--- config.mk ---
export PLATFORM = sky130hd
export DESIGN_NAME = scsi_hregs
export DESIGN_NICKNAME = d
export VERILOG_FILES = /design/src/rtl/scsi_hregs_pkg.sv /design/src/rtl/scsi_hregs_decode.sv /design/src/rtl/scsi_hregs_ctrl.sv /design/src/rtl/scsi_hregs_evflag.sv /design/src/rtl/scsi_hregs.sv
export SDC_FILE = /design/constraint.sdc
export NUM_CORES = 1
export LEC_CHECK = 0
export BUFFER_PORTS_ARGS = -buffer_cell sky130_fd_sc_hd__buf_2
export CAP_MARGIN = 20
export CORE_ASPECT_RATIO = 1.5
export CORE_UTILIZATION = 43
export CTS_BUF_LIST = sky130_fd_sc_hd__clkbuf_2
export DETAILED_ROUTE_END_ITERATION = 8
export GPL_ROUTABILITY_DRIVEN = 0
export PLACE_DENSITY = 0.88
export SYNTH_ARGS = -nofsm -noshare
export SYNTH_HDL_FRONTEND = slang
export SYNTH_SLANG_ARGS = --single-unit
export TNS_END_PERCENT = 100
--- constraint.sdc ---
create_clock -name clk -period 3.5 [get_ports clk]
set_input_delay 0.525 -clock clk [delete_from_list [all_inputs] [get_ports clk]]
set_output_delay 0.525 -clock clk [all_outputs]
set_load 0.1 [all_outputs]
--- src/rtl/scsi_hregs_pkg.sv ---
package scsi_hregs_pkg;

  localparam int NPORT = 4;

  localparam logic [1:0] OFS_DATA  = 2'd0;
  localparam logic [1:0] OFS_CTRL  = 2'd1;
  localparam logic [1:0] OFS_EVT   = 2'd2;
  localparam logic [1:0] OFS_MASK  = 2'd3;

  // control byte bit positions
  localparam int CB_RST  = 0;
  localparam int CB_DMA  = 1;
  localparam int CB_SEL  = 2;
  localparam int CB_ATN  = 4;
  localparam int CB_GIE  = 6;

  // event indices: bit position in the event byte and in the mask byte
  localparam int EV_EOP   = 0;
  localparam int EV_PHASE = 1;
  localparam int NEV      = 2;

  localparam logic [NEV-1:0] MASK_RESET = 2'b10;
  localparam logic [7:0]     READ_IDLE  = 8'hFF;

  function automatic logic [7:0] pack_status(input logic req, input logic io,
                                             input logic msg, input logic cd,
                                             input logic bsy, input logic any_ev);
    return {req, io, msg, cd, bsy, 1'b1, any_ev, 1'b0};
  endfunction

  function automatic logic gate_irq(input logic gie, input logic [NEV-1:0] mask,
                                    input logic [NEV-1:0] flags);
    return gie & (|(mask & flags));
  endfunction

endpackage

--- src/rtl/scsi_hregs_decode.sv ---
module scsi_hregs_decode
  import scsi_hregs_pkg::*;
#(
  parameter int          ADDR_W    = 16,
  parameter int unsigned BASE_ADDR = 32'h0120
) (
  input  logic [ADDR_W-1:0] bus_addr,
  output logic [NPORT-1:0]  hit
);
  localparam logic [ADDR_W-1:0] BASE_A = BASE_ADDR[ADDR_W-1:0];

  logic [ADDR_W:0]   diff;
  logic [ADDR_W-1:0] offs;
  logic              in_win;

  assign diff   = {1'b0, bus_addr} - {1'b0, BASE_A};
  assign offs   = diff[ADDR_W-1:0];
  assign in_win = !diff[ADDR_W] && (offs[ADDR_W-1:2] == '0);

  for (genvar g = 0; g < NPORT; g++) begin : g_hit
    assign hit[g] = in_win && (offs[1:0] == 2'(g));
  end
endmodule

--- src/rtl/scsi_hregs_ctrl.sv ---
module scsi_hregs_ctrl
  import scsi_hregs_pkg::*;
(
  input  logic           clk,
  input  logic           rst_n,
  input  logic           wr_ctrl,
  input  logic           wr_mask,
  input  logic [7:0]     wdata,
  output logic [7:0]     ctrl_q,
  output logic [NEV-1:0] mask_q
);
  always_ff @(posedge clk) begin
    if (!rst_n) begin
      ctrl_q <= '0;
      mask_q <= MASK_RESET;
    end else begin
      if (wr_ctrl) ctrl_q <= wdata;
      if (wr_mask) mask_q <= wdata[NEV-1:0];
    end
  end
endmodule

--- src/rtl/scsi_hregs_evflag.sv ---
module scsi_hregs_evflag (
  input  logic clk,
  input  logic rst_n,
  input  logic src,
  input  logic clr,
  output logic flag,
  output logic rise
);
  logic src_d;
  logic fall;

  assign rise = src & ~src_d;
  assign fall = ~src & src_d;

  always_ff @(posedge clk) begin
    if (!rst_n) begin
      src_d <= 1'b0;
      flag  <= 1'b0;
    end else begin
      src_d <= src;
      if (rise)             flag <= 1'b1;
      else if (fall || clr) flag <= 1'b0;
    end
  end
endmodule

--- src/rtl/scsi_hregs.sv ---
module scsi_hregs
  import scsi_hregs_pkg::*;
#(
  parameter int          ADDR_W    = 16,
  parameter int unsigned BASE_ADDR = 32'h0120
) (
  input  logic              clk,
  input  logic              rst_n,
  input  logic [ADDR_W-1:0] bus_addr,
  input  logic              bus_wr,
  input  logic              bus_rd,
  input  logic [7:0]        bus_wdata,
  output logic [7:0]        bus_rdata,
  output logic              ctl_data_wr,
  output logic              ctl_data_rd,
  output logic [7:0]        ctl_wdata,
  input  logic [7:0]        ctl_rdata,
  input  logic              ln_req,
  input  logic              ln_io,
  input  logic              ln_msg,
  input  logic              ln_cd,
  input  logic              ln_bsy,
  output logic              ln_rst_o,
  output logic              ln_sel_o,
  output logic              ln_atn_o,
  input  logic              ctl_irq,
  input  logic              ctl_drq,
  input  logic              dma_tc,
  output logic              dma_req_o,
  output logic              irq_o
);
  logic [NPORT-1:0] hit;
  logic [7:0]       ctrl_q;
  logic [NEV-1:0]   mask_q;
  logic [NEV-1:0]   flags;
  logic [NEV-1:0]   rises;
  logic [NEV-1:0]   ev_src;
  logic             wr_evt;
  logic             irq_q;
  logic             unused_ctrl;

  scsi_hregs_decode #(.ADDR_W(ADDR_W), .BASE_ADDR(BASE_ADDR)) u_dec (
    .bus_addr (bus_addr),
    .hit      (hit)
  );

  scsi_hregs_ctrl u_ctrl (
    .clk     (clk),
    .rst_n   (rst_n),
    .wr_ctrl (bus_wr && hit[OFS_CTRL]),
    .wr_mask (bus_wr && hit[OFS_MASK]),
    .wdata   (bus_wdata),
    .ctrl_q  (ctrl_q),
    .mask_q  (mask_q)
  );

  assign ev_src[EV_PHASE] = ctl_irq;
  assign ev_src[EV_EOP]   = dma_tc;
  assign wr_evt           = bus_wr && hit[OFS_EVT];

  for (genvar g = 0; g < NEV; g++) begin : g_ev
    scsi_hregs_evflag u_ev (
      .clk   (clk),
      .rst_n (rst_n),
      .src   (ev_src[g]),
      .clr   (wr_evt && bus_wdata[g]),
      .flag  (flags[g]),
      .rise  (rises[g])
    );
  end

  always_ff @(posedge clk) begin
    if (!rst_n) irq_q <= 1'b0;
    else        irq_q <= gate_irq(ctrl_q[CB_GIE], mask_q, flags);
  end

  assign irq_o       = irq_q;
  assign dma_req_o   = ctl_drq & ctrl_q[CB_DMA];
  assign ln_rst_o    = ctrl_q[CB_RST];
  assign ln_sel_o    = ctrl_q[CB_SEL];
  assign ln_atn_o    = ctrl_q[CB_ATN];
  assign unused_ctrl = ^{ctrl_q[7], ctrl_q[5], ctrl_q[3]};

  assign ctl_data_wr = bus_wr && hit[OFS_DATA];
  assign ctl_data_rd = bus_rd && hit[OFS_DATA];
  assign ctl_wdata   = bus_wdata;

  always_comb begin
    bus_rdata = READ_IDLE;
    if (hit[OFS_DATA])      bus_rdata = ctl_rdata;
    else if (hit[OFS_CTRL]) bus_rdata = pack_status(ln_req, ln_io, ln_msg, ln_cd,
                                                    ln_bsy, |flags);
    else if (hit[OFS_EVT])  bus_rdata = {{(8-NEV){1'b0}}, flags};
  end
endmodule

=== Yosys cells after proc, flatten, opt, wreduce, memory -nomap -nowiden ===
Cells that the tools add are included.

* Memory bits (read-only): 0
* Memory bits (writable): 0
* Input port bits: 44
* Bits in registers: 14
* Logic and storage cells: 50
* Memories kept: 0
* Output and inout bits: 23
* Bits in latches: 0

* Div/mod/pow operators: 0
* Reduce and logical (&&, ||, !) cells: 21
* Order comparisons: 0
* Multiply operators: 0
* Shift operators: 0
* Bitwise logic cells: 11
* Equal/unequal tests: 3
* Muxes and demuxes: 7
* $add $sub $neg: 1

{| class="wikitable"
|+ Operators by type and width
! cell !! count
|-
| $mux W8 || 3
|-
| $sub A16 B9 Y17 const B || 1
|-
| $logic_not A14 Y1 || 1
|-
| $logic_and A1 B1 Y1 || 12
|-
| $and A1 B1 Y1 || 6
|-
| $eq A2 B2 Y1 const B || 2
|-
| $mux W1 || 4
|-
| $not A1 Y1 || 4
|-
| $reduce_bool A2 Y1 || 2
|-
| $reduce_or A2 Y1 || 2
|-
| $and A2 B2 Y2 || 1
|-
| $eq A2 B1 Y1 const B || 1
|-
| $logic_not A2 Y1 || 1
|-
| $logic_or A1 B1 Y1 || 2
|-
| $logic_not A1 Y1 || 1
|}

=== Longest topological paths before layout ===
Gate-level depths: netlist of the first run.

* Depth after elaboration: 9
* Mapped depth: 7

=== By module ===
A second synthesis of the first run with hierarchy kept.

* Cell total of the unflattened synthesis: 108
* Area total of the unflattened synthesis: 960.9 µm²

{| class="wikitable"
|+ By module, submodules not included
! module !! cells an instance !! area each (µm²) !! sequential area each (µm²) !! instances
|-
| scsi_hregs_ctrl || 31 || 371.6 || 200.2 || 1
|-
| scsi_hregs || 47 || 309.0 || 20.0 || 1
|-
| scsi_hregs_evflag || 7 || 78.8 || 40.0 || 2
|-
| scsi_hregs_decode || 16 || 122.6 || 0.0 || 1
|}

=== Worst setup path before layout of the first run ===
OpenSTA, ideal clock, no wires.

* Path kind: in2out
* From: input bus_addr[6]
* To: output ctl_data_rd
* Arrival time: 4.411 ns
* Cell stages on the path: 4
* Path buffers: 0
* Path slack: -1.436 ns
* Cells stage by stage: or3_1 o41a_1 nor3_1 nor4bb_1

* Word-level cells in the longest chain between the ends: 5
* Elaborated cells on any way between the ends: 6
* Those cells by class: add/sub (1); reduce/logical (5)

{| class="wikitable"
|+ Ends and longest elaborated chain
! what !! line !! RTL
|-
| start, declared || scsi_hregs.sv:9 || <nowiki>input logic [ADDR_W-1:0] bus_addr,</nowiki>
|-
| $sub A16 B9 Y17 * || scsi_hregs_decode.sv:16 || <nowiki>assign diff = {1'b0, bus_addr} - {1'b0, BASE_A};</nowiki>
|-
| $logic_not A14 Y1 / $logic_not A1 Y1 (equally long branches) || scsi_hregs_decode.sv:18 || <nowiki>assign in_win = !diff[ADDR_W] && (offs[ADDR_W-1:2] == '0);</nowiki>
|-
| $logic_and A1 B1 Y1 * || scsi_hregs_decode.sv:18 ||
|-
| $logic_and A1 B1 Y1 * || scsi_hregs_decode.sv:21 || <nowiki>assign hit[g] = in_win && (offs[1:0] == 2'(g));</nowiki>
|-
| $logic_and A1 B1 Y1 * || scsi_hregs.sv:85 || <nowiki>assign ctl_data_rd = bus_rd && hit[OFS_DATA];</nowiki>
|-
| end, declared || scsi_hregs.sv:15 || <nowiki>output logic ctl_data_rd,</nowiki>
|}

Every way passes the cells marked *; elsewhere a longest branch is shown, timed or not.

=== Final worst setup path of the first run ===
* From: input bus_addr[6]
* To: output bus_rdata[2]

* Word-level cells in the longest chain between the ends: 7
* Elaborated cells on any way between the ends: 10
* Those cells by class: add/sub (1); mux (3); reduce/logical (6)

{| class="wikitable"
|+ Ends and longest elaborated chain
! what !! line !! RTL
|-
| $sub A16 B9 Y17 * || scsi_hregs_decode.sv:16 ||
|-
| $logic_not A14 Y1 / $logic_not A1 Y1 (equally long branches) || scsi_hregs_decode.sv:18 ||
|-
| $logic_and A1 B1 Y1 * || scsi_hregs_decode.sv:18 ||
|-
| $logic_and A1 B1 Y1 || scsi_hregs_decode.sv:21 ||
|-
| $mux W8 || scsi_hregs.sv:93 || <nowiki>else if (hit[OFS_EVT]) bus_rdata = {{(8-NEV){1'b0}}, flags};</nowiki>
|-
| $mux W8 || scsi_hregs.sv:91 || <nowiki>else if (hit[OFS_CTRL]) bus_rdata = pack_status(ln_req, ln_io, ln_msg, ln_cd,</nowiki>
|-
| $mux W8 * || scsi_hregs.sv:90 || <nowiki>if (hit[OFS_DATA]) bus_rdata = ctl_rdata;</nowiki>
|-
| end, declared || scsi_hregs.sv:13 || <nowiki>output logic [7:0] bus_rdata,</nowiki>
|}

Marks and branches as above.

==> flow_metrics.tcl, run 1 <==
set metrics [dict create \
    status "completed" \
    drt_pre_antenna_iters 4 \
    final_min_period_over_clock_period_pct 81.4 \
    layout_setup_ws_ns 0.650 \
    main_combinational_cell_family_by_area_after_synthesis "simple AND/OR/NAND/NOR gates" \
    placement_rows 19 \
    antenna-diode-count 0 \
    worstHoldPathType "register to register" \
    post_synth_fa_ha_maj_area_fraction_pct 3.85 \
    fp.dieArea_um2 2150 \
    fin_worst_skew_ns 0.0143 \
    final.setup.tns_ns 0 \
    achievable-frequency_mhz 351 \
    power.leakage_nw 0.502 \
    setup_viol_count_final 0 \
    crit_path_max_fanout 10 \
    r2r_setup_slack_ns 2.41 \
    netlist-cell-type-count 32 \
    yosys-mux-area-fraction_pct 8.30 \
    synth_sequential_area_ratio_pct 28.4 \
    synth_nets 153 \
    post-place-ws_ns 0.662 \
    core_area_um2 1830 \
    critical_path.most_common_cell "sky130_fd_sc_hd__buf_2" \
    cts-buffers-inserted 3 \
    cts-resized-gates 0 \
    global_route_wire_length_before_repair_um 3130 \
    synth_cell_area_um2 845 \
    startpoint_type "input pin" \
    num-nets-final 206 \
    area_delta_synth_final_pct 37.3 \
    synth_ff_type "sky130_fd_sc_hd__dfxtp_1" \
    num-fill-cells 166 \
    critPathCaptureType "output pin" \
    path_delay_family "simple AND/OR/NAND/NOR gates" \
    drt_iter0_drc 14 \
    synth_xor_area_share_pct 1.04 \
    syn_area_per_cell_um2 7.82 \
    hold-path-endpoint "irq_o$_SDFF_PN0_" \
    power.density_nw_per_um2 256 \
    r2r-start "g_ev[0].u_ev.src_d$_SDFF_PN0_" \
    post_synth_inst_count 108 \
    detailed_place_hpwl_um 1670 \
    cpMaxStageDelayCell "sky130_fd_sc_hd__o41a_1" \
    synth_edf_count 0 \
    reg2regPathDepth 3 \
    worst-slew-pin-transition_ns 0.514 \
    maxCapViolations 0 \
    rr_endpoint "g_ev[0].u_ev.flag$_SDFFE_PN0P_" \
    slew-limit-headroom_pct 65.5 \
    worstSkewPairLatency_ns 0.28 \
    min_path_cells 2 \
    floorplan.die.width_um 38.2 \
    io_buffer_count 60 \
    synth_compound_area_share_pct 11.4 \
    clock_tree.root_cell "sky130_fd_sc_hd__clkbuf_2" \
    route.detailed.wl_per_inst_um 11.4 \
    finalPower_mw 0.297 \
    crit_required_ns 2.97 \
    period_minus_slack_ns 2.85 \
    clock_sinks 12 \
    clkTransAtPathRegs_ns 0.12 \
    hold_fix_buffer_count_after_cts 0 \
    drt-total-wl_um 2070 \
    drive_gt1_share_pct 43.1 \
    pin_count_of_the_biggest_net_entering_global_routing 18 \
    rsz0062_at_grt "no" \
    route.vias.total 945 \
    critical_path_class "input pin to output pin" \
    die_h_um 56.3 \
    critPathMaxStageDelay_ns 0.40 \
    synth_async_sr_flop_share_pct 0 \
    ordered_cell_list_for_the_critical_path "buf_2, or3_1, o41a_1, nor3_1, buf_4, nand3b_1, buf_2" \
    slew_violations 0 \
    start_util_pct 46.1 \
    grt-ovfl-total 0 \
    critical_path.n_buffers_inverters 3 \
    post-cts-setup-buffers 0 \
    via_count_of_the_first_global_routing_pass 839 \
    post-route-cell-area_um2 1160 \
    floorplan.io_pins 67 \
    final-hold-violation-count 0 \
    placed_area_um2 1140 \
    remaining_drc_errors 0 \
    grt_antenna_before_repair 0 \
    clockBufferDepth 2 \
    drt.antenna.violating_nets 0 \
    routed_via_density 5.22 \
    yosys.area_share.simple_pct 34.8 \
    yosysWarnings 0 \
    synth.ff_latch_count 12 \
    finish.utilization_pct 63.4 \
    hold_path_startpoint "u_ctrl.ctrl_q[6]$_SDFFE_PN0P_" \
    globalRouteTotalUtil_pct 19.8 \
    timing.critical_path.arrival_ns 2.33 \
    ir_worst_vdd_mv 0.242 \
    cts-htree-levels 1 \
    tritoncts "done" \
]
## worst max path at each step
stage	endpoint	cells after the start	slack (ns)	start
after floorplan	ctl_data_rd	4	-0.37	bus_addr[6]
after global placement	ctl_data_wr	6	0.68	bus_addr[6]
after detailed placement	bus_rdata[2]	7	0.66	bus_addr[6]
after CTS	bus_rdata[2]	7	0.66	bus_addr[6]
after global routing	bus_rdata[2]	9	0.49	bus_addr[5]
final	bus_rdata[2]	7	0.65	bus_addr[6]
## through the flow
| step | std cells | hold slack (ns) |
|---|---|---|
| floorplan | 108 | 0.424 |
| detailed placement | 177 | 0.441 |
| finish | 181 | 0.463 |
| global route | 181 | 0.463 |
| CTS | 181 | 0.465 |
| global placement | 177 | 0.435 |
## tightest hold or removal path, stage by stage (launching register included)
cell,delay [ns]
sky130_fd_sc_hd__dfxtp_1,0.32
sky130_fd_sc_hd__nand2_1,0.07
sky130_fd_sc_hd__nor2_1,0.05
## Yosys cell counts (2+ instances only)
cell,n,area (um2)
sky130_fd_sc_hd__a2111oi_0,2,17.5
sky130_fd_sc_hd__a21oi_1,3,15.0
sky130_fd_sc_hd__and2_1,4,25.0
sky130_fd_sc_hd__buf_4,8,60.1
sky130_fd_sc_hd__clkbuf_1,4,15.0
sky130_fd_sc_hd__dfxtp_1,12,240
sky130_fd_sc_hd__inv_1,6,22.5
sky130_fd_sc_hd__maj3_1,2,20.0
sky130_fd_sc_hd__mux2i_1,7,70.1
sky130_fd_sc_hd__nand2_1,20,75.1
sky130_fd_sc_hd__nand2b_1,2,12.5
sky130_fd_sc_hd__nand3_1,6,30.0
sky130_fd_sc_hd__nand3b_1,2,15.0
sky130_fd_sc_hd__nor2_1,2,7.51
sky130_fd_sc_hd__nor2b_1,3,18.8
sky130_fd_sc_hd__nor3_1,2,10.0
sky130_fd_sc_hd__nor4b_1,2,17.5
sky130_fd_sc_hd__nor4bb_1,2,20.0
sky130_fd_sc_hd__o21ai_0,6,30.0
## report_power, final
part           switching [mW]  total (mW)  internal (mW)
clock                  0.0468      0.0716         0.0248
combinational          0.0524      0.0842         0.0317
sequential            0.00191       0.141          0.139
total                   0.101       0.297          0.196
## cells in the final DEF, fill, tap and decap left out, drive strengths merged
cell type / instances
dfxtp: 12
inv: 6
buf: 61
or3: 1
and2: 4
nor4b: 2
or3b: 1
a21oi: 3
nand3b: 2
a22o: 1
clkinv: 1
nand3: 6
nand2: 20
mux2i: 7
nor4bb: 2
nor3: 2
a22oi: 1
nor3b: 1
nor2b: 3
maj3: 2
ha: 1
nand4: 1
nand2b: 2
nor2: 2
nor4: 2
o41a: 1
a2111oi: 2
xnor2: 1
o22ai: 1
clkbuf: 3
o21ai: 6
## metal layers
metal,track usage (%),vias up,routed length [um]
met3,3.16,3,186
met4,6.12,0,26
met2,39.5,55,1090
met1,18.1,414,768
li1,-,473,-
met5,0,-,0
## flip-flops by register name, summed over array words and instances (netlist names)
| name | count |
|---|---|
| g_ev.u_ev.flag | 2 |
| irq_o | 1 |
| u_ctrl.ctrl_q | 5 |
| g_ev.u_ev.src_d | 2 |
| u_ctrl.mask_q | 2 |
## layout make-up
type / count / area, um2 / area share, %
Clock inverter: 1 / 3.75 / 0.324
Clock buffer: 3 / 15.0 / 1.29
Timing Repair Buffer: 61 / 338 / 29.1
Sequential cell: 12 / 240 / 20.7
Inverter: 6 / 22.5 / 1.94
Multi-Input combinational cell: 77 / 514 / 44.3
Tap cell: 21 / 26.3 / 2.27
## cells by family after synthesis
kind of cell    after synthesis
mux                           7
fa+ha+maj                     3
buf+inv                      19
simple gates                 51
flops                        12
xor+xnor                      1
compound gates               15
Power figures use the tool's default switching activity.
==> inputs of run 2 (changes only) <==
--- a/config.mk
+++ b/config.mk
@@ -8,11 +8,11 @@
 export BUFFER_PORTS_ARGS = -buffer_cell sky130_fd_sc_hd__buf_2
 export CAP_MARGIN = 20
 export CORE_ASPECT_RATIO = 1.5
-export CORE_UTILIZATION = 43
+export CORE_UTILIZATION = 36
 export CTS_BUF_LIST = sky130_fd_sc_hd__clkbuf_2
 export DETAILED_ROUTE_END_ITERATION = 8
 export GPL_ROUTABILITY_DRIVEN = 0
-export PLACE_DENSITY = 0.88
+export PLACE_DENSITY = 0.78
 export SYNTH_ARGS = -nofsm -noshare
 export SYNTH_HDL_FRONTEND = slang
 export SYNTH_SLANG_ARGS = --single-unit
==> constraint.sdc (replaced) <==
create_clock -name clk -period 2.4 [get_ports clk]
set_input_delay 0.36 -clock clk [delete_from_list [all_inputs] [get_ports clk]]
set_output_delay 0.36 -clock clk [all_outputs]
set_load 0.1 [all_outputs]
==> run 2 against run 1 <==
Critical path depth unchanged. First-iteration DRC count down 43%. Register-to-register slack worse by 1.1 ns. Non-clock buffer count up 6. Setup slack worse by 0.58 ns. Worst hold slack worse by 0.14 ns. Clock-buffer cell count unchanged. Sequential share of layout area down 2.6 points. Utilization down 3.9 points. Global-route usage down 1.7 points. Critical endpoint is now ctl_data_rd.
==> flow_metrics.tcl, run 2 (synthesis gave the netlist of run 1 again) <==
set metrics [dict create \
    status "completed" \
    power_frac_comb_pct 30.8 \
    switching_share_pct 33.7 \
    path_delay_family "simple AND/OR/NAND/NOR gates" \
    power_switching_mw 0.149 \
    startpoint_type "input pin" \
    worstHoldPathType "input pin to register" \
    route.detailed.wl_per_inst_um 11.5 \
    hold-path-endpoint "g_ev[0].u_ev.src_d$_SDFF_PN0_" \
    route.vias.total 973 \
    routed_via_density 5.15 \
    clockBufferDepth 2 \
    io_buffer_count 60 \
    floorplan.die.width_um 41.5 \
    critical_path_class "input pin to output pin" \
    slew-limit-headroom_pct 66.8 \
    grt_antenna_before_repair 0 \
    grt-ovfl-total 0 \
    pin_count_of_the_biggest_net_entering_global_routing 18 \
    worstSkewPairLatency_ns 0.26 \
    ordered_cell_list_for_the_critical_path "buf_6, or3_4, o41a_1, nor3_2, buf_4, nor4bb_4, buf_12" \
    timing.critical_path.arrival_ns 1.97 \
    achievable-frequency_mhz 430 \
    antenna-diode-count 0 \
    period_minus_slack_ns 2.33 \
    ir_worst_vdd_mv 0.388 \
    maxCapViolations 0 \
    crit_path_max_fanout 5 \
    max_flop_register "u_ctrl.ctrl_q" \
    die_h_um 61.3 \
    r2r_setup_slack_ns 1.28 \
    multi_input_area_um2 593 \
    num-nets-final 212 \
    globalRouteTotalUtil_pct 18.1 \
    r2r-start "g_ev[0].u_ev.src_d$_SDFF_PN0_" \
    drt.antenna.violating_nets 0 \
    drt-total-wl_um 2180 \
    cts-buffers-inserted 3 \
    cpMaxStageDelayCell "sky130_fd_sc_hd__or3_4" \
    hold_fix_buffer_count_after_cts 0 \
    crit_required_ns 2.04 \
    finalPower_mw 0.440 \
    setup_viol_count_final 0 \
    fp.dieArea_um2 2550 \
    rsz0062_at_grt "yes" \
    final.setup.tns_ns 0 \
    finish.utilization_pct 59.5 \
    critical_path.n_buffers_inverters 3 \
    tritoncts "done" \
    slew_violations 0 \
    detailed_place_hpwl_um 1750 \
    min_path_cells 2 \
    drt_pre_antenna_iters 4 \
    clkTransAtPathRegs_ns 0.12 \
    power.density_nw_per_um2 331 \
    clockPowerShare_pct 22.4 \
    hold_path_startpoint "dma_tc" \
    drive_gt1_share_pct 50.0 \
    cts-htree-levels 1 \
    final_common_cell "sky130_fd_sc_hd__buf_2" \
    power.sequential.fraction_pct 46.8 \
    core_area_um2 2230 \
    num-fill-cells 212 \
    start_util_pct 37.8 \
    ff_latch_area_um2 240 \
    area_delta_synth_final_pct 57.3 \
    remaining_drc_errors 0 \
    internal_power_mw 0.292 \
    placement_rows 21 \
    via_count_of_the_first_global_routing_pass 907 \
    clock_sinks 12 \
    floorplan.io_pins 67 \
    max_reg_flops 5 \
    critPathCaptureType "output pin" \
    worst-slew-pin-transition_ns 0.485 \
    reg2regPathDepth 3 \
    clock_tree.root_cell "sky130_fd_sc_hd__clkbuf_2" \
    mostFrequentLayoutCells "49 x sky130_fd_sc_hd__buf_2, 20 x sky130_fd_sc_hd__nand2_1, 13 x sky130_fd_sc_hd__buf_4, 12 x sky130_fd_sc_hd__dfxtp_1, 7 x sky130_fd_sc_hd__mux2i_1" \
    power.leakage_nw 0.573 \
    final_min_period_over_clock_period_pct 96.9 \
    cp_num_cells 7 \
    critPathMaxStageDelay_ns 0.38 \
    drt_iter0_drc 8 \
    rr_endpoint "g_ev[0].u_ev.flag$_SDFFE_PN0P_" \
    global_route_wire_length_before_repair_um 3620 \
    fin_worst_skew_ns 0.0105 \
    final-hold-violation-count 0 \
]
[run 2: changes by cell type in the layout (fill, tap and decap cells not counted), moves of 3 or more]
cell / change
sky130_fd_sc_hd__buf_4: +12
sky130_fd_sc_hd__buf_2: -9
sky130_fd_sc_hd__nand3_1: -5
sky130_fd_sc_hd__nand3_4: +3
[run 2: layout make-up]
| class | count | share of cell area, % |
|---|---|---|
| well taps | 23 | 2.17 |
| repair buffers | 67 | 32.0 |
| clock inverters | 1 | 0.282 |
| flip-flops and latches | 12 | 18.1 |
| clock buffers | 3 | 1.13 |
| inverters | 6 | 1.69 |
| multi-input cells | 77 | 44.6 |
[run 2: how the worst max path moves through the flow]
stage                     start           end  slack [ns]
global placement    bus_addr[6]  bus_rdata[4]        0.04
finish              bus_addr[7]   ctl_data_rd        0.07
global route        bus_addr[7]   ctl_data_rd       -0.02
floorplan           bus_addr[6]   ctl_data_rd       -0.40
detailed placement  bus_addr[6]  bus_rdata[5]        0.01
CTS                 bus_addr[6]  bus_rdata[5]       0.004
[run 2: what timing repair did]
item,in CTS,in global routing
endpoints found under the setup margin,0,9
gates resized for setup,0,17
setup buffers,0,1
[run 2: power by group through the flow]
stage / logic, mW / registers [mW] / clock network [mW]
after CTS: 0.133 / 0.206 / 0.100
after global placement: 0.129 / 0.211 / 0
after floorplan: 0.111 / 0.210 / 0
after detailed placement: 0.133 / 0.211 / 0
after global routing: 0.148 / 0.207 / 0.115
final: 0.136 / 0.206 / 0.0986
[run 2: stage by stage]
stage                     std cells  hold WS, ns  instance area (um2)  worst slack, ns
after floorplan                 108        0.424                  931           -0.398
after CTS                       188        0.320                 1290          0.00354
final                           189        0.327                 1330           0.0732
after global placement          184        0.435                 1270           0.0401
after detailed placement        184        0.441                 1270          0.00951
after global routing            189        0.301                 1330          -0.0249
[run 2: per-layer routing]
layer / wire [um] / vias up / part of all wire (%) / global-route usage, %
li1: - / 488 / - / -
met1: 793 / 435 / 36 / 17.9
met2: 1240 / 48 / 57 / 37.1
met3: 132 / 2 / 6.1 / 4.11
met4: 10 / 0 / 0.46 / 5.53
met5: 0 / - / 0 / 0
[run 2: worst register-to-register path, cell delays in order (launching register included)]
cell and delay (ns):
sky130_fd_sc_hd__dfxtp_1 0.33, sky130_fd_sc_hd__inv_1 0.05, sky130_fd_sc_hd__a2111oi_0 0.50, sky130_fd_sc_hd__a21oi_1 0.13
==> inputs of run 3 (changes only) <==
--- a/config.mk
+++ b/config.mk
@@ -8,11 +8,12 @@
 export BUFFER_PORTS_ARGS = -buffer_cell sky130_fd_sc_hd__buf_2
 export CAP_MARGIN = 20
 export CORE_ASPECT_RATIO = 1.5
-export CORE_UTILIZATION = 36
+export CORE_MARGIN = 5
+export CORE_UTILIZATION = 40
 export CTS_BUF_LIST = sky130_fd_sc_hd__clkbuf_2
 export DETAILED_ROUTE_END_ITERATION = 8
 export GPL_ROUTABILITY_DRIVEN = 0
-export PLACE_DENSITY = 0.78
+export PLACE_DENSITY = 0.82
 export SYNTH_ARGS = -nofsm -noshare
 export SYNTH_HDL_FRONTEND = slang
 export SYNTH_SLANG_ARGS = --single-unit
==> constraint.sdc (replaced) <==
create_clock -name clk -period 2.6 [get_ports clk]
set_input_delay 0.39 -clock clk [delete_from_list [all_inputs] [get_ports clk]]
set_output_delay 0.39 -clock clk [all_outputs]
set_load 0.1 [all_outputs]
==> run 3 against run 2 <==
Power down 9.6%. Global-route usage shrank 1.6 points. Design area down 7.9%. Clock power is 12% lower. Sequential share of layout area increased by 1.6 points. Critical endpoint is now bus_rdata[2]. Largest cell class unchanged.
==> flow_metrics.tcl, run 3 (synthesis gave the netlist of run 1 again) <==
set metrics [dict create \
    crit_required_ns 2.21 \
    placed_area_um2 1210 \
    worst_setup_path_startpoint "bus_addr[6]" \
    drt.antenna.violating_nets 0 \
    num-fill-cells 183 \
    core_area_um2 2030 \
    critical_path.most_common_cell "sky130_fd_sc_hd__buf_2" \
    layout_setup_ws_ns 0.131 \
    r2r-start "g_ev[1].u_ev.src_d$_SDFF_PN0_" \
    global_route_wire_length_before_repair_um 3950 \
    route.vias.total 950 \
    drt_iter0_drc 15 \
    r2r_setup_slack_ns 1.52 \
    critPathMaxStageDelay_ns 0.41 \
    drt-total-wl_um 2470 \
    routed_via_density 5.19 \
    cts-resized-gates 0 \
    grt-ovfl-total 0 \
    finalPower_mw 0.398 \
    hold_path_startpoint "dma_tc" \
    critical_path.n_buffers_inverters 3 \
    via_count_of_the_first_global_routing_pass 995 \
    clock_tree.root_cell "sky130_fd_sc_hd__clkbuf_2" \
    num-nets-final 208 \
    path_delay_family "simple AND/OR/NAND/NOR gates" \
    power.leakage_nw 0.525 \
    final-instance-count-excl-fill 183 \
    post-place-ws_ns 0.125 \
    worstSkewPairLatency_ns 0.26 \
    io_buffer_count 60 \
    timing.critical_path.arrival_ns 2.08 \
    drive_gt1_share_pct 48.4 \
    die_h_um 66.3 \
    antenna-diode-count 0 \
    min_path_cells 2 \
    maxCapViolations 0 \
    slew-limit-headroom_pct 67.3 \
    ordered_cell_list_for_the_critical_path "buf_2, or3_1, o41a_1, nor3_2, buf_4, nand3b_1, buf_2" \
    final-hold-violation-count 0 \
    remaining_drc_errors 0 \
    grt_antenna_before_repair 0 \
    drt_pre_antenna_iters 4 \
    post-cts-setup-buffers 0 \
    max_flop_register "u_ctrl.ctrl_q" \
    hold-path-endpoint "g_ev[0].u_ev.src_d$_SDFF_PN0_" \
    pin_count_of_the_biggest_net_entering_global_routing 18 \
    floorplan.io_pins 67 \
    startpoint_type "input pin" \
    rr_endpoint "g_ev[1].u_ev.flag$_SDFFE_PN0P_" \
    globalRouteTotalUtil_pct 16.4 \
    floorplan.die.width_um 47.5 \
    route.detailed.wl_per_inst_um 13.5 \
    critPathCaptureType "output pin" \
    fin_worst_skew_ns 0.00143 \
    final_common_cell "sky130_fd_sc_hd__buf_2" \
    crit_path_max_fanout 10 \
    achievable-frequency_mhz 405 \
    status "completed" \
    worstHoldPathType "input pin to register" \
    tritoncts "done" \
    ir_worst_vdd_mv 0.297 \
    post-route-cell-area_um2 1220 \
    fp.dieArea_um2 3150 \
    power.density_nw_per_um2 325 \
    critical_path_class "input pin to output pin" \
    start_util_pct 41.7 \
    clock_sinks 12 \
    period_minus_slack_ns 2.47 \
    final_min_period_over_clock_period_pct 95.0 \
    cpMaxStageDelayCell "sky130_fd_sc_hd__o41a_1" \
    max_reg_flops 5 \
    area_delta_synth_final_pct 44.9 \
    detailed_place_hpwl_um 2110 \
    rsz0062_at_grt "no" \
    mostFrequentLayoutCells "58 x sky130_fd_sc_hd__buf_2, 20 x sky130_fd_sc_hd__nand2_1, 12 x sky130_fd_sc_hd__dfxtp_1, 7 x sky130_fd_sc_hd__mux2i_1, 6 x sky130_fd_sc_hd__inv_1" \
    cts-buffers-inserted 3 \
    placed_cells 180 \
    cts-htree-levels 1 \
    worst-slew-pin-transition_ns 0.487 \
    finish.utilization_pct 60.4 \
    hold_fix_buffer_count_after_cts 0 \
    setup_viol_count_final 0 \
    clockBufferDepth 2 \
    final.setup.tns_ns 0 \
    finalHoldWorstSlack_ns 0.367 \
    reg2regPathDepth 3 \
    clkTransAtPathRegs_ns 0.10 \
    placement_rows 20 \
    slew_violations 0 \
]
run 3: changes by cell type in the layout (fill, tap and decap cells not counted), sizes merged:
cell / before / now
clkinv: 1 / 0
buf: 67 / 63
run 3: how the worst max path moves through the flow:
stage / slack, ns / endpoint / cells past startpoint
6_report: 0.13 / bus_rdata[2] / 7
3_3_place_gp: 0.18 / bus_rdata[2] / 7
4_1_cts: 0.13 / bus_rdata[2] / 7
3_5_place_dp: 0.13 / bus_rdata[2] / 7
5_1_grt: 0.04 / bus_rdata[7] / 9
2_1_floorplan: -0.26 / ctl_data_rd / 4
run 3: where the power goes:
part,switching (mW),total (mW),leakage [nW],internal (mW)
clock,0.0556,0.0871,0.0125,0.0315
combinational,0.0756,0.120,0.415,0.0446
sequential,0.00291,0.191,0.0978,0.188
total,0.134,0.398,0.525,0.264
run 3: layout make-up:
type                    instances  area [um2]  area share, %
multi-input cells              77         566           46.2
repair buffers                 63         353           28.8
flip-flops and latches         12         240           19.6
well taps                      22        27.5           2.25
inverters                       6        22.5           1.84
clock buffers                   3        15.0           1.23
run 3: layer usage:
metal | vias up | global-route usage, % | wire length [um] | part of all wire [%]
met5 | - | 0 | 0 | 0
met4 | 0 | 5.54 | 27 | 1.1
met3 | 3 | 3.00 | 242 | 9.8
met2 | 38 | 31.0 | 1390 | 56
met1 | 434 | 16.6 | 811 | 33
li1 | 475 | - | - | -
run 3: worst reg2reg max path: stages, from the launching register on:
cell	delay, ns
sky130_fd_sc_hd__dfxtp_1	0.33
sky130_fd_sc_hd__inv_1	0.06
sky130_fd_sc_hd__a2111oi_0	0.46
sky130_fd_sc_hd__a21oi_1	0.12
